===== config.mk =====
export PLATFORM = sky130hd
export DESIGN_NAME = seq_divider
export DESIGN_NICKNAME = d
export VERILOG_FILES = /design/src/rtl/div_pkg.sv /design/src/rtl/div_trial_sub.sv /design/src/rtl/div_digit_sel.sv /design/src/rtl/div_step_count.sv /design/src/rtl/seq_divider.sv
export SDC_FILE = /design/constraint.sdc
export NUM_CORES = 1
export LEC_CHECK = 0
export ABC_AREA = 0
export BUFFER_PORTS_ARGS = -buffer_cell sky130_fd_sc_hd__buf_2
export CAP_MARGIN = 20
export CORE_MARGIN = 5
export CORE_UTILIZATION = 25
export DETAILED_ROUTE_END_ITERATION = 10
export PLACE_DENSITY_LB_ADDON = 0.2
export SYNTH_ARGS = -nofsm -noshare
export SYNTH_HDL_FRONTEND = slang
export SYNTH_SLANG_ARGS = --single-unit
export TNS_END_PERCENT = 1

===== constraint.sdc =====
create_clock -name clk -period 3.56 [get_ports clk]
set_clock_uncertainty 0.05 [all_clocks]
set_input_delay 0.712 -clock clk [delete_from_list [all_inputs] [get_ports clk]]
set_output_delay 0.712 -clock clk [all_outputs]
set_load 0.02 [all_outputs]

===== src/rtl/div_pkg.sv =====
package div_pkg;
  typedef enum logic [0:0] {
    ST_IDLE = 1'b0,
    ST_RUN  = 1'b1
  } div_state_t;
endpackage


===== src/rtl/div_trial_sub.sv =====
// Ripple subtractor: a - b computed as a + ~b + 1.
// cout = 1 means no borrow occurred.
module div_trial_sub #(
  parameter int K = 4
) (
  input  logic [K-1:0] a,
  input  logic [K-1:0] b,
  output logic [K-1:0] diff,
  output logic         cout
);
  logic [K:0] c;
  assign c[0] = 1'b1;

  for (genvar i = 0; i < K; i++) begin : g_cell
    logic nb;
    assign nb      = ~b[i];
    assign diff[i] = a[i] ^ nb ^ c[i];
    assign c[i+1]  = (a[i] & nb) | ((a[i] ^ nb) & c[i]);
  end

  assign cout = c[K];
endmodule


===== src/rtl/div_digit_sel.sv =====
// Quotient-digit selector plus the restore mux.
module div_digit_sel #(
  parameter int K = 4
) (
  input  logic         shifted_out,
  input  logic         carry_out,
  input  logic [K-1:0] trial_diff,
  input  logic [K-1:0] kept_upper,
  output logic         qbit,
  output logic [K-1:0] next_upper
);
  always_comb begin
    qbit       = shifted_out | carry_out;
    next_upper = qbit ? trial_diff : kept_upper;
  end
endmodule


===== src/rtl/div_step_count.sv =====
module div_step_count #(
  parameter int K = 4
) (
  input  logic clk,
  input  logic rst,
  input  logic clear,
  input  logic en,
  output logic last
);
  localparam int CW = $clog2(K + 1);
  logic [CW-1:0] cnt;

  always_ff @(posedge clk) begin
    if (rst || clear) cnt <= '0;
    else if (en)      cnt <= cnt + CW'(1);
  end

  assign last = (cnt == CW'(K - 1));
endmodule


===== src/rtl/seq_divider.sv =====
module seq_divider
  import div_pkg::*;
#(
  parameter int K = 4
) (
  input  logic           clk,
  input  logic           rst,
  input  logic           start,
  input  logic [2*K-1:0] dividend,
  input  logic [K-1:0]   divisor,
  output logic           ready,
  output logic           done,
  output logic [K-1:0]   quotient,
  output logic [K-1:0]   remainder,
  output logic           div_zero,
  output logic           ovf
);
  localparam int W = 2 * K;

  div_state_t   state;
  logic [W-1:0] pr;
  logic [K-1:0] qr;
  logic [K-1:0] dvs_q;

  logic         accept;
  logic         last;
  logic         msb_out;
  logic [K-1:0] upper_sh;
  logic [K-1:0] trial_diff;
  logic         trial_cout;
  logic         qbit;
  logic [K-1:0] next_upper;

  assign ready    = (state == ST_IDLE);
  assign accept   = start && ready;
  assign msb_out  = pr[W-1];
  assign upper_sh = pr[W-2:K-1];

  div_trial_sub #(.K(K)) u_sub (
    .a    (upper_sh),
    .b    (dvs_q),
    .diff (trial_diff),
    .cout (trial_cout)
  );

  div_digit_sel #(.K(K)) u_sel (
    .shifted_out (msb_out),
    .carry_out   (trial_cout),
    .trial_diff  (trial_diff),
    .kept_upper  (upper_sh),
    .qbit        (qbit),
    .next_upper  (next_upper)
  );

  div_step_count #(.K(K)) u_cnt (
    .clk   (clk),
    .rst   (rst),
    .clear (accept),
    .en    (state == ST_RUN),
    .last  (last)
  );

  always_ff @(posedge clk) begin
    if (rst) begin
      state     <= ST_IDLE;
      pr        <= '0;
      qr        <= '0;
      dvs_q     <= '0;
      done      <= 1'b0;
      quotient  <= '0;
      remainder <= '0;
      div_zero  <= 1'b0;
      ovf       <= 1'b0;
    end else begin
      done <= 1'b0;
      unique case (state)
        ST_IDLE: begin
          if (start) begin
            dvs_q <= divisor;
            if (divisor == '0) begin
              done      <= 1'b1;
              div_zero  <= 1'b1;
              ovf       <= 1'b0;
              quotient  <= '1;
              remainder <= dividend[K-1:0];
            end else if (dividend[W-1:K] >= divisor) begin
              done      <= 1'b1;
              div_zero  <= 1'b0;
              ovf       <= 1'b1;
              quotient  <= '1;
              remainder <= dividend[W-1:K];
            end else begin
              pr       <= dividend;
              qr       <= '0;
              div_zero <= 1'b0;
              ovf      <= 1'b0;
              state    <= ST_RUN;
            end
          end
        end
        ST_RUN: begin
          pr <= {next_upper, pr[K-2:0], 1'b0};
          qr <= {qr[K-2:0], qbit};
          if (last) begin
            state     <= ST_IDLE;
            done      <= 1'b1;
            quotient  <= {qr[K-2:0], qbit};
            remainder <= next_upper;
          end
        end
        default: state <= ST_IDLE;
      endcase
    end
  end
endmodule


* Word level (Yosys, flattened, before mapping)
Index checks and enable logic that the tools add are counted.
W data, S select, Z words.
** Storage, ports and cells
- Output and inout port bits :: 12
- Memories :: 0
- Input bits :: 15
- ROM bits :: 0
- Bits in registers :: 30
- Bits in latches :: 0
- Word-level logic and storage cells :: 80
- RAM bits :: 0
** Cells by class
- Reduce and logical (&&, ||, !) cells :: 6
- Bitwise logic cells :: 25
- Div/mod/pow operators :: 0
- $mul :: 0
- Add/sub/neg operators :: 1
- Shift operators :: 0
- Order comparisons :: 1
- Multiplexer cells :: 31
- Equality and inequality tests :: 6
** Operator list (count)
- $mux W4 :: 9
- $mux W8 :: 3
- $pmux W4 S2 :: 2
- $pmux W8 S2 :: 1
- $mux W1 :: 10
- $mux W3 :: 3
- $and A1 B1 Y1 :: 7
- $xor A1 B1 Y1 :: 7
- $ne A2 B2 Y1 const B :: 3
- $not A1 Y1 :: 6
- $pmux W3 S2 :: 1
- $reduce_and A3 Y1 :: 2
- $or A1 B1 Y1 :: 5
- $ge A4 B4 Y1 :: 1
- $logic_not A4 Y1 :: 1
- $pmux W1 S2 :: 2
- $add A3 B1 Y3 const B :: 1
- $eq A3 B2 Y1 const B :: 1
- $ne A3 B1 Y1 const B :: 1
- $ne A2 B1 Y1 const B :: 1
- $reduce_and A2 Y1 :: 1
- $logic_and A1 B1 Y1 :: 1
- $logic_or A1 B1 Y1 :: 1

* Logic depth before layout (Yosys ltp)
- Depth in word-level cells :: 13
- Mapped depth :: 11
- Mapped depth without buffers :: 10

* Cells and area by module
Synthesis repeated with hierarchy kept, for this count alone.
** Unflattened totals
- Cell total of the unflattened synthesis :: 175
- Area, all modules :: 1599.0 sq um
** Modules (own cells, without submodules)
- seq_divider :: instances 1, area each 1290.0 sq um, cells an instance 145, seq. area each 540.5 sq um
- div_step_count :: instances 1, area each 146.4 sq um, cells an instance 12, seq. area each 60.1 sq um
- div_trial_sub :: instances 1, area each 102.6 sq um, cells an instance 12, seq. area each 0.0 sq um
- div_digit_sel :: instances 1, area each 60.1 sq um, cells an instance 6, seq. area each 0.0 sq um

* Worst setup path before layout
OpenSTA, ideal clock, no wires.
- Kind :: register to register
- Start :: register pr[3]
- End :: register remainder[0]
- Cell stages (with the launch flop) :: 12
- Path slack :: 0.814 ns
- Buffers on the path :: 1
- Clock period less this slack :: 2.746 ns
- Arrival :: 2.625 ns
- Setup time :: 0.072 ns
- Path through :: dfxtp_1 > inv_1 > ha_1 > fa_1 > fa_1 > fa_1 > nand2b_1 > clkbuf_1 > mux2_2 > a21oi_1 > o21ai_0 > mux2i_1
** On the way
- Longest elaborated chain between the ends :: 12
** Ends and longest elaborated chain
- from (decl) :: RTL line seq_divider.sv:21 : logic [W-1:0] pr;
- from (signal assigned) :: RTL line seq_divider.sv:93 : pr <= dividend;
- from (signal assigned) :: RTL line seq_divider.sv:102 : pr <= {next_upper, pr[K-2:0], 1'b0};
- $and A1 B1 Y1 / $xor A1 B1 Y1 (equally long branches) :: RTL line div_trial_sub.sv:18, div_trial_sub.sv:17
- $or A1 B1 Y1 :: RTL line div_trial_sub.sv:18 : assign c[i+1] = (a[i] & nb) | ((a[i] ^ nb) & c[i]);
- $and A1 B1 Y1 :: RTL line div_trial_sub.sv:18
- $or A1 B1 Y1 :: RTL line div_trial_sub.sv:18
- $and A1 B1 Y1 :: RTL line div_trial_sub.sv:18
- $or A1 B1 Y1 :: RTL line div_trial_sub.sv:18
- $and A1 B1 Y1 :: RTL line div_trial_sub.sv:18
- $or A1 B1 Y1 :: RTL line div_trial_sub.sv:18
- $or A1 B1 Y1 :: RTL line div_digit_sel.sv:13 : qbit = shifted_out | carry_out;
- $mux W4 (*) :: RTL line div_digit_sel.sv:14 : next_upper = qbit ? trial_diff : kept_upper;
- $mux W4 (*) :: RTL line seq_divider.sv:104 : if (last) begin
- $pmux W4 S2 (*) :: RTL line seq_divider.sv:76 : unique case (state)
- to (signal assigned) :: RTL line seq_divider.sv:85 : remainder <= dividend[K-1:0];
- to (signal assigned) :: RTL line seq_divider.sv:91 : remainder <= dividend[W-1:K];
- to (signal assigned) :: RTL line seq_divider.sv:108 : remainder <= next_upper;
- to (decl) :: RTL line seq_divider.sv:14 : output logic [K-1:0] remainder,
Every way passes the cells marked *; elsewhere a longest branch is shown, timed or not. The select of a mux whose other input is x is not followed.
A chain may end at the register's enable or synchronous reset.

* Final worst setup path
- Start :: register pr[3]
- End :: register remainder[3]
** On the way
- Longest elaborated chain between the ends :: 12
** Ends and longest elaborated chain (RTL line)
- $and A1 B1 Y1 / $xor A1 B1 Y1 (equally long branches) :: div_trial_sub.sv:18
- $or A1 B1 Y1 (*) :: div_trial_sub.sv:18
- $and A1 B1 Y1 (*) :: div_trial_sub.sv:18
- $or A1 B1 Y1 (*) :: div_trial_sub.sv:18
- $and A1 B1 Y1 (*) :: div_trial_sub.sv:18
- $or A1 B1 Y1 (*) :: div_trial_sub.sv:18
- $and A1 B1 Y1 :: div_trial_sub.sv:18
- $or A1 B1 Y1 :: div_trial_sub.sv:18
- $or A1 B1 Y1 :: div_digit_sel.sv:13
- $mux W4 (*) :: div_digit_sel.sv:14
- $mux W4 (*) :: seq_divider.sv:104
- $pmux W4 S2 (*) :: seq_divider.sv:76
Marked as above.

==> impl_metrics.yaml <==
timing:
  setup_tns_ns: 0
  finalHoldViolations: 0
  min_period_ns: 2.86
  setup_viol: 0
  worst_pin_slew_ns: 0.615
  setup_ws_ns: 0.696
  rsz0062_at_grt: "no"
  slew_violations: 0
  max_freq_mhz: 349
  min_period_over_period: 0.804
  slew_headroom: 0.587
layout:
  diodes: 0
  fin_nets: 224
  nFillCells: 653
  syn2layout_area_growth_pct: 19.9
  multi_input_area_um2: 843
  drive_gt1_frac: 0.245
  final-seq-area_um2: 601
  layout_common_cells: "dfxtp_1 (30), buf_2 (26), a21oi_1 (23), nand2_1 (23), nor2_1 (14)"
  final_common_cell: "dfxtp_1"
routing:
  drt_wl_total_mm: 3.55
  wl_per_cell_um: 12.9
  drtAntennaViolNets: 0
  drtIter0Drc: 64
  vias_per_cell: 4.46
  via_count: 1227
  drt_pass1_iterations: 4
  drc_errors: 0
clock_network:
  ctsResizeCount: 0
  cts_buffers: 5
  ctsHoldBuffers: 0
  clockRootBuffer: "clkbuf_8"
  cts_tree: "built"
  clock-sinks: 30
  clkTransAtPathRegs_ns: 0.06
  cts_setup_buffers: 0
  cts.path.max_buffers: 2
  clock_latency_ns: 0.28
  htreeDepth: 2
placed_design:
  place_ws_ns: 0.690
  dp_hpwl_mm: 2.66
  port_buffers: 26
  gp_congestion: 0.750
worst_setup_path:
  cp_common_cell: "fa_1"
  worstPathArrival_ns: 3.03
  critPathCaptureType: "register"
  startpoint_type: "register"
  critPathKind: "register to register"
  crit_fanout: 6
  crit_required_ns: 3.72
  crit_chain: "inv_1 -> ha_1 -> fa_1 -> fa_1 -> fa_1 -> nand2b_1 -> mux2_2 -> a21oi_1 -> o21ai_0 -> mux2i_1"
  cp_slowest_cell: "fa_1"
  max_stage_delay_ns: 0.39
synth:
  synth_seq_cells: 30
  synth_top_cells_by_area: "dfxtp_1 (39%), a21oi_1 (7.5%), mux2_2 (5.9%)"
  async_flop_share: 0
  ys_seq_area_frac: 0.392
  synth_edf_count: 0
  yosys_warnings: 0
  synth.avg_cell_area_um2: 8.85
  synthCells: 173
  synth_flop_cell: "dfxtp_1"
  synth_top_cell_by_area: "dfxtp_1"
  synthDistinctLibCells: 28
  synthDominantCellAreaShare: 0.392
  synthesis.area_um2: 1530
  syn-num-nets: 198
global_route:
  grt_pass1_vias: 1193
  grt_remaining_overflow: 0
  antenna_found_initial: 0
  grt_pass1_wl_mm: 5.86
  grt_max_degree: 31
  grt_use_total: 0.101
die:
  num_rows: 28
  die_h_um: 88.2
  ios: 27
  start_util: 0.258
  die_x_um: 88.2
  dieArea_um2: 7790
  core_um2: 5920
min_path:
  holdCritPathClass: "register to register"
run:
  drv_cap: 0
status:
  status: "finished clean"
power_and_ir_drop:
  sw_frac_of_total: 0.277
  seq_power_share: 0.434
  power_leakage_nw: 0.746
  power_frac_clock: 0.367
  combPwrFrac: 0.199
  switchingPower_mw: 0.242
  powerDensity_nw_per_um2: 476
  internal_power_mw: 0.631
  ir_drop_mv: 0.123
power by group through the flow:
stage	Clock, mW	Combinational, mW	Sequential [mW]
detailed placement	0	0.177	0.387
global route	0.348	0.199	0.382
floorplan	0	0.118	0.395
finish	0.320	0.174	0.379
global placement	0	0.175	0.387
CTS	0.338	0.177	0.379
per-stage QoR:
stage                     hold slack (ns)  power (mW)  instance area (µm²)  utilization  instances
after floorplan                     0.386       0.513                 1530            -        173
after global placement              0.396       0.563                 1720        0.291        267
after detailed placement            0.403       0.563                 1720        0.291        267
after CTS                           0.418       0.895                 1830        0.310        275
after global routing                0.432       0.929                 1830        0.310        275
final                               0.411       0.873                 1830        0.310        275
logic make-up after synthesis:
logic type               count (synthesis)  synth area share
AO/OA/AOI/OAI                           43             0.177
buffers and inverters                   21            0.0564
flip-flops                              30             0.392
AND/OR/NAND/NOR                         55             0.179
adder cells (fa/ha/maj)                 10            0.0965
multiplexers                            14            0.0981
cell usage after synthesis, types with 5 or more instances:
cell,instances
a21oi_1,23
inv_1,13
dfxtp_1,30
clkbuf_1,5
nand2b_1,6
o21ai_0,6
ha_1,7
nand2_1,23
mux2_2,8
mux2i_1,6
nor2_1,14
flip-flops by register name, indices dropped and copies added (netlist names):
register,count
done,1
dvs_q,4
qr,3
ovf,1
remainder,4
pr,8
div_zero,1
quotient,4
u_cnt.cnt,3
state,1
critical path, delay by kind of cell (launching register included):
kind / cells / cell delay (ns)
fa+ha+maj: 4 / 1.35
mux: 2 / 0.51
simple gates: 1 / 0.24
flops: 1 / 0.33
buf+inv: 1 / 0.06
compound gates: 2 / 0.27
worst paths after layout:
kind	startpoint	end	slack, ns	cells past startpoint
hold / removal	quotient[2]$_SDFFE_PP0P_	quotient[2]$_SDFFE_PP0P_	0.41	1
hold reg to reg	quotient[2]$_SDFFE_PP0P_	quotient[2]$_SDFFE_PP0P_	0.41	1
setup / recovery	pr[3]$_SDFFE_PP0P_	remainder[3]$_SDFFE_PP0P_	0.70	10
setup reg to reg	pr[3]$_SDFFE_PP0P_	remainder[3]$_SDFFE_PP0P_	0.70	10
metal layers:
| metal | global-route usage | vias up | part of all wire |
|---|---|---|---|
| met3 | 0.0382 | 4 | 0.053 |
| met5 | 0 | - | 0 |
| met2 | 0.156 | 17 | 0.47 |
| li1 | - | 638 | - |
| met4 | 0.0453 | 0 | 0.017 |
| met1 | 0.126 | 568 | 0.46 |
layout make-up:
| type | count | share of cell area |
|---|---|---|
| inverter | 13 | 0.0266 |
| clock buffer | 8 | 0.0600 |
| tap | 75 | 0.0512 |
| sequential | 30 | 0.327 |
| timing repair buffer | 27 | 0.0750 |
| multi-input combinational | 122 | 0.460 |
No activity file was read; power rests on OpenSTA's default activity.
